<file path="src/rtl/crs_pkg.sv">
package crs_pkg;

    typedef enum logic [1:0] {
        ST_IDLE   = 2'd0,
        ST_STAGED = 2'd1,
        ST_STALL  = 2'd2
    } route_state_t;

    // Circular index: base and offset are both below depth.
    function automatic int wrap_idx(input int base, input int offset, input int depth);
        int sum;
        sum = base + offset;
        if (sum >= depth) begin
            sum = sum - depth;
        end
        return sum;
    endfunction

endpackage

</file>
<file path="src/rtl/crs_fsm.sv">
module crs_fsm
    import crs_pkg::*;
#(
    parameter int LANES = 8,
    parameter int DEPTH = 16,
    localparam int CNTW = $clog2(DEPTH + 1)
) (
    input  logic            clk,
    input  logic            rst_n,
    input  logic [CNTW-1:0] cnt_next,
    output route_state_t    state,
    output logic            accept_rows,
    output logic            offer_en
);

    localparam int ROW_LIMIT = DEPTH - LANES;

    route_state_t state_nx;

    always_comb begin
        state_nx = state;
        unique case (state)
            ST_IDLE: begin
                if (cnt_next != '0) begin
                    state_nx = (cnt_next > CNTW'(ROW_LIMIT)) ? ST_STALL : ST_STAGED;
                end
            end
            ST_STAGED: begin
                if (cnt_next == '0) begin
                    state_nx = ST_IDLE;
                end else if (cnt_next > CNTW'(ROW_LIMIT)) begin
                    state_nx = ST_STALL;
                end
            end
            ST_STALL: begin
                if (cnt_next == '0) begin
                    state_nx = ST_IDLE;
                end else if (cnt_next <= CNTW'(ROW_LIMIT)) begin
                    state_nx = ST_STAGED;
                end
            end
            default: state_nx = ST_IDLE;
        endcase
    end

    always_ff @(posedge clk or negedge rst_n) begin
        if (!rst_n) begin
            state <= ST_IDLE;
        end else begin
            state <= state_nx;
        end
    end

    always_comb begin
        accept_rows = 1'b0;
        offer_en    = 1'b0;
        unique case (state)
            ST_IDLE:   accept_rows = 1'b1;
            ST_STAGED: begin
                accept_rows = 1'b1;
                offer_en    = 1'b1;
            end
            ST_STALL:  offer_en = 1'b1;
            default: begin
                accept_rows = 1'b0;
                offer_en    = 1'b0;
            end
        endcase
    end

endmodule

</file>
<file path="src/rtl/crs_stage.sv">
module crs_stage
    import crs_pkg::*;
#(
    parameter int LANES = 8,
    parameter int WIDTH = 16,
    parameter int DEPTH = 16,
    localparam int PTRW = $clog2(DEPTH),
    localparam int CNTW = $clog2(DEPTH + 1)
) (
    input  logic                   clk,
    input  logic                   rst_n,
    input  logic                   push,
    input  logic [LANES*WIDTH-1:0] row_data,
    input  logic [CNTW-1:0]        pop_n,
    output logic [PTRW-1:0]        rd_ptr,
    output logic [CNTW-1:0]        count,
    output logic [CNTW-1:0]        cnt_next,
    output logic [DEPTH*WIDTH-1:0] slots_flat
);

    logic [WIDTH-1:0] mem [DEPTH];
    logic [PTRW-1:0]  wr_ptr;

    always_comb begin
        cnt_next = count - pop_n;
        if (push) begin
            cnt_next = cnt_next + CNTW'(LANES);
        end
    end

    always_ff @(posedge clk) begin
        if (push) begin
            for (int i = 0; i < LANES; i++) begin
                mem[wrap_idx(int'(wr_ptr), i, DEPTH)] <= row_data[i*WIDTH +: WIDTH];
            end
        end
    end

    always_ff @(posedge clk or negedge rst_n) begin
        if (!rst_n) begin
            wr_ptr <= '0;
            rd_ptr <= '0;
            count  <= '0;
        end else begin
            if (push) begin
                wr_ptr <= PTRW'(wrap_idx(int'(wr_ptr), LANES, DEPTH));
            end
            rd_ptr <= PTRW'(wrap_idx(int'(rd_ptr), int'(pop_n), DEPTH));
            count  <= cnt_next;
        end
    end

    always_comb begin
        for (int s = 0; s < DEPTH; s++) begin
            slots_flat[s*WIDTH +: WIDTH] = mem[s];
        end
    end

    // a row is only written when it fits.
    p_no_overflow_r3: assert property (@(posedge clk) disable iff (!rst_n)
        push |-> (count <= CNTW'(DEPTH - LANES)));

    // never hand out more elements than are staged.
    p_pop_bound_r6: assert property (@(posedge clk) disable iff (!rst_n)
        pop_n <= count);

endmodule

</file>
<file path="src/rtl/crs_xbar.sv">
module crs_xbar
    import crs_pkg::*;
#(
    parameter int LANES = 8,
    parameter int WIDTH = 16,
    parameter int DEPTH = 16,
    localparam int PTRW = $clog2(DEPTH),
    localparam int CNTW = $clog2(DEPTH + 1)
) (
    input  logic [LANES-1:0]       lane_pred,
    input  logic                   offer_en,
    input  logic [CNTW-1:0]        count,
    input  logic [PTRW-1:0]        rd_ptr,
    input  logic [DEPTH*WIDTH-1:0] slots_flat,
    output logic [LANES-1:0]       lane_valid,
    output logic [LANES*WIDTH-1:0] lane_data,
    output logic [CNTW-1:0]        n_offer
);

    logic [CNTW-1:0] rank;

    // Prefix count of predicates gives each lane its offset from the read pointer.
    always_comb begin
        rank    = '0;
        n_offer = '0;
        for (int i = 0; i < LANES; i++) begin
            lane_valid[i] = offer_en && lane_pred[i] && (rank < count);
            lane_data[i*WIDTH +: WIDTH] =
                slots_flat[wrap_idx(int'(rd_ptr), int'(rank), DEPTH)*WIDTH +: WIDTH];
            if (lane_valid[i]) begin
                n_offer = n_offer + CNTW'(1);
            end
            if (lane_pred[i]) begin
                rank = rank + CNTW'(1);
            end
        end
    end

endmodule

</file>
<file path="src/rtl/cond_stream_router.sv">
module cond_stream_router
    import crs_pkg::*;
#(
    parameter int LANES        = 8,
    parameter int WIDTH        = 16,
    parameter int DEPTH_FACTOR = 2,
    localparam int DEPTH = LANES * DEPTH_FACTOR,
    localparam int PTRW  = $clog2(DEPTH),
    localparam int CNTW  = $clog2(DEPTH + 1)
) (
    input  logic                   clk,
    input  logic                   rst_n,
    input  logic [LANES-1:0]       bank_valid,
    input  logic [LANES*WIDTH-1:0] bank_data,
    output logic [LANES-1:0]       bank_ready,
    input  logic [LANES-1:0]       lane_pred,
    input  logic [LANES-1:0]       lane_ready,
    output logic [LANES-1:0]       lane_valid,
    output logic [LANES*WIDTH-1:0] lane_data
);

    route_state_t           fsm_state;
    logic                   accept_rows;
    logic                   offer_en;
    logic                   row_fire;
    logic                   deliver;
    logic [CNTW-1:0]        pop_n;
    logic [CNTW-1:0]        n_offer;
    logic [CNTW-1:0]        stg_count;
    logic [CNTW-1:0]        cnt_next;
    logic [PTRW-1:0]        rd_ptr;
    logic [DEPTH*WIDTH-1:0] slots_flat;

    assign row_fire   = accept_rows && (&bank_valid);
    assign bank_ready = {LANES{row_fire}};
    assign deliver    = &(~lane_valid | lane_ready);
    assign pop_n      = deliver ? n_offer : '0;

    crs_fsm #(.LANES(LANES), .DEPTH(DEPTH)) u_fsm (
        .clk        (clk),
        .rst_n      (rst_n),
        .cnt_next   (cnt_next),
        .state      (fsm_state),
        .accept_rows(accept_rows),
        .offer_en   (offer_en)
    );

    crs_stage #(.LANES(LANES), .WIDTH(WIDTH), .DEPTH(DEPTH)) u_stage (
        .clk       (clk),
        .rst_n     (rst_n),
        .push      (row_fire),
        .row_data  (bank_data),
        .pop_n     (pop_n),
        .rd_ptr    (rd_ptr),
        .count     (stg_count),
        .cnt_next  (cnt_next),
        .slots_flat(slots_flat)
    );

    crs_xbar #(.LANES(LANES), .WIDTH(WIDTH), .DEPTH(DEPTH)) u_xbar (
        .lane_pred (lane_pred),
        .offer_en  (offer_en),
        .count     (stg_count),
        .rd_ptr    (rd_ptr),
        .slots_flat(slots_flat),
        .lane_valid(lane_valid),
        .lane_data (lane_data),
        .n_offer   (n_offer)
    );

    // the idle state and the staging occupancy agree.
    p_idle_empty_r1: assert property (@(posedge clk) disable iff (!rst_n)
        (fsm_state == ST_IDLE) |-> (stg_count == '0));

    // a blocked offer consumes nothing.
    p_hold_r7: assert property (@(posedge clk) disable iff (!rst_n)
        ((|lane_valid) && !deliver) |=> (stg_count >= $past(stg_count)));

    // offers fill predicated lanes from the lowest lane upward.
    for (genvar g = 1; g < LANES; g++) begin : g_prefix
        p_prefix_r5: assert property (@(posedge clk) disable iff (!rst_n)
            (lane_valid[g] && lane_pred[g-1]) |-> lane_valid[g-1]);
    end

endmodule

</file>
<file path="config.mk">
export PLATFORM = sky130hd
export DESIGN_NAME = cond_stream_router
export DESIGN_NICKNAME = d
export VERILOG_FILES = /design/src/rtl/crs_pkg.sv /design/src/rtl/crs_fsm.sv /design/src/rtl/crs_stage.sv /design/src/rtl/crs_xbar.sv /design/src/rtl/cond_stream_router.sv
export SDC_FILE = /design/constraint.sdc
export NUM_CORES = 1
export LEC_CHECK = 0
export ABC_AREA = 0
export BUFFER_PORTS_ARGS = -buffer_cell sky130_fd_sc_hd__buf_2
export CAP_MARGIN = 0
export CORE_ASPECT_RATIO = 0.9
export CORE_UTILIZATION = 50
export CTS_CLUSTER_DIAMETER = 200
export DETAILED_ROUTE_END_ITERATION = 10
export PLACE_DENSITY = 0.69
export REMOVE_ABC_BUFFERS = 1
export SETUP_SLACK_MARGIN = 0.1
export SYNTH_ARGS = -nofsm -noshare
export SYNTH_HDL_FRONTEND = slang
export SYNTH_SLANG_ARGS = --single-unit
</file>
<file path="constraint.sdc">
create_clock -name clk -period 15.47 [get_ports clk]
set_clock_uncertainty 0.05 [all_clocks]
set_input_delay 0.7735 -clock clk [delete_from_list [all_inputs] [get_ports clk]]
set_output_delay 0.7735 -clock clk [all_outputs]
set_load 0.01 [all_outputs]
</file>
==> metrics <==
period utilization 54.63%; pin count of the biggest net entering global routing 73; vias post-DR 20340; Fillers 4170; overall routing resource usage 31.72%; Setup crit start kind input pin; xor/xnor cell area share of the yosys netlist between 2 and 2.5%; TritonCTS clock tree built; Worst Max-Slew Pin Slew 1.342 ns; Initial DRC Count 2802; top post-synthesis cells by area mux4_2, edfxtp_1, mux2i_1, a211oi_1, ha_1; htree depth 1; Setup WS post-layout 7.019 ns; share of cells above drive strength 1 49.80%; # clock sinks 268; maxcap violations 0; post-synth top area share 43.87%; Synth Area in Compound Gates under 10%; number of global-route vias before repair 20000; Yosys Warn Count 0; crit path buf inv count 6; Die Area 0.05463 mm2; Rel. slew slack 10.36%; Setup violations, final 0; Worst EP required 14.65 ns; cell mode on critical path ha_1; outcome finished clean; minimum clock period between 8 and 9 ns; ys async rst share under 10%; max-slew violations 0; Final nets 2185; post-synth top area cell mux4_2; Die W between 200 and 250 um; Achievable Freq ~120 MHz; synthesized area 0.02685 mm2; Yosys cell types 81; post-synthesis average cell area 15.14 um2; area growth from synthesis to layout 12.44%; Final Hold Fails 0; area of the multi-input gates ~0.018 mm2; Worst Setup Path Type in2out; root buffer cell clkbuf_16; largest family of logic cells by synthesized area multiplexers; vias per cell 7.589; Setup TNS Final 0 ns; PostCTS Resize Cnt 0; die span in y 221.8 um; Reg clk slew, reported paths 0.06 ns; Seq cells post-synth around 270; most frequent cells after synthesis mux4_2, edfxtp_1, clkbuf_1; HPWL reported at the end of detailed placement around 56 mm; RSZ-0062 raised after global routing no; # Post-CTS Setup Buffers 0; Crit Path Max Fanout 64; total congestion overflow 0; slowest CP cell fa_4; count leader, synth mux4_2; Post-CTS Hold Fix Bufs 0; synthesized instance count 1774; Post-Synth Adder-Cell Area 3.597%; post-synthesis sequential area ratio around 30%; antenna violations before repair 2; Num CTS Buffers 31; Synth Area in Simple Gates 4.129%; Placement Rows 80; HP Class in2async; Top delay family on crit path adder cells; drt pass-1 iters 5; Core ar. 0.05305 mm2; Largest stage delay, worst path roughly 1.5 ns; worst slack at placement 6.581 ns; I/O Buffers between 200 and 300; RePlAce Congestion around 0.91; top_reg_cell synth edfxtp_1; Remaining DRCs 0; Routed Antenna Nets 0; worst-path cell chain buf_2 -> inv_1 -> ha_1 -> xor2_2 -> ha_1 -> mux2i_1 -> inv_1 -> ha_1 -> nand2_1 -> o21ai_0 -> ha_1 -> mux2i_1 -> inv_1 -> ha_1 -> nand2_1 -> o21ai_0 -> inv_1 -> fa_4 -> mux4_2 -> nor2b_1 -> a211oi_1 -> a211oi_1 -> buf_2; Routed WL approximately 86 mm; Post-synth EDFFs 256; Starting Density 50.61%; arrival time at the worst endpoint 7.63 ns; later-pin clock latency in the skew report 0.59 ns; DR WL/cell around 32 um; global-route wire length before repair around 130 mm; Boundary Pins 298; register area 0.007995 mm2; Longest Clk Path Bufs 3; CP endpoint kind output port; mux share of post-synthesis cell area 49.07%
## cells in the final DEF (no fill, tap or decap), types with 10 or more instances in the layout
cell,n
ha_1,57
mux2_2,12
a21o_1,10
edfxtp_1,256
a221oi_1,12
inv_1,37
mux4_2,523
xnor2_1,21
buf_2,297
nand2_1,45
a211oi_1,117
clkbuf_16,31
xnor2_2,12
mux2i_1,123
o21ai_0,29
a21oi_1,78
nor2b_1,86
buf_4,36
a22oi_1,12
nor2_1,16
## state kept, by name (all words and copies together), names as in the netlist
signal and count:
u_fsm.state 2, u_stage.count 5, u_stage.mem 256, u_stage.rd_ptr 4, u_stage.wr_ptr 1
## final cells by class
type / count / area share (%)
multi-input cells: 1286 / 60.70
flip-flops and latches: 268 / 26.48
repair buffers: 333 / 5.819
well taps: 697 / 2.889
clock buffers: 34 / 2.607
clock inverters: 23 / 1.020
inverters: 38 / 0.4725
diodes: 1 / 0.008289
## routing by layer
| layer | GRT usage (%) | part of all wire (%) | vias up |
|---|---|---|---|
| met4 | 10.02 | 3.7 | 2 |
| met5 | 0 | 0.015 | - |
| li1 | - | - | 8109 |
| met1 | 43.84 | 36 | 10340 |
| met2 | 48.31 | 47 | 1658 |
| met3 | 9.562 | 14 | 233 |
## metrics by stage
stage | utilization (%) | area, um2 | std cells | hold WS (ns)
CTS | 56.90 | 30190 | 2679 | 0.002712
floorplan | - | 26120 | 1592 | 0.4052
global route | 56.90 | 30190 | 2679 | 0.02127
finish | 56.91 | 30190 | 2680 | 0.01816
detailed placement | 54.84 | 29090 | 2622 | 0.4666
global placement | 54.84 | 29090 | 2622 | 0.4582
## worst reg2reg max path: cells and delay by family, from the launching register on
| family | cells | cell delay (ns) |
|---|---|---|
| adders and majority gates | 8 | 2.95 |
| AOI/OAI and AO/OA | 9 | 2.07 |
| muxes | 3 | 0.89 |
| and+or+nand+nor | 6 | 0.85 |
| xor gates and xnor gates | 2 | 0.52 |
| DFF | 1 | 0.42 |
| buffers and inverters | 2 | 0.22 |
## path summary, 6_finish.rpt
path                            slack (ns)                            end  cells past startpoint                          start
min in group clk                      0.30    u_stage.mem[1][9]$_DFFE_PP_                      1                  bank_data[25]
max in group asynchronous            15.08    u_stage.rd_ptr[0]$_DFF_PN0_                      1                          rst_n
worst max-delay path                  7.02                 lane_data[116]                     23                   lane_pred[0]
worst max register to register        7.42     u_fsm.state[1]$_DFFE_PN0P_                     30     u_fsm.state[1]$_DFFE_PN0P_
worst min-delay path                  0.02  u_stage.wr_ptr[3]$_DFFE_PN0P_                      1                          rst_n
worst min register to register        0.48  u_stage.wr_ptr[3]$_DFFE_PN0P_                      1  u_stage.wr_ptr[3]$_DFFE_PN0P_
## logic make-up after synthesis
group / Yosys count
multiplexers: 660
buffers and inverters: 222
adder cells (fa/ha/maj): 73
AO/OA/AOI/OAI: 299
AND/OR/NAND/NOR: 198
flip-flops: 268
XOR/XNOR: 53
other: 1
Power is not shown: default switching activity piles up to over one toggle a cycle in this logic, so the estimate is an artifact.
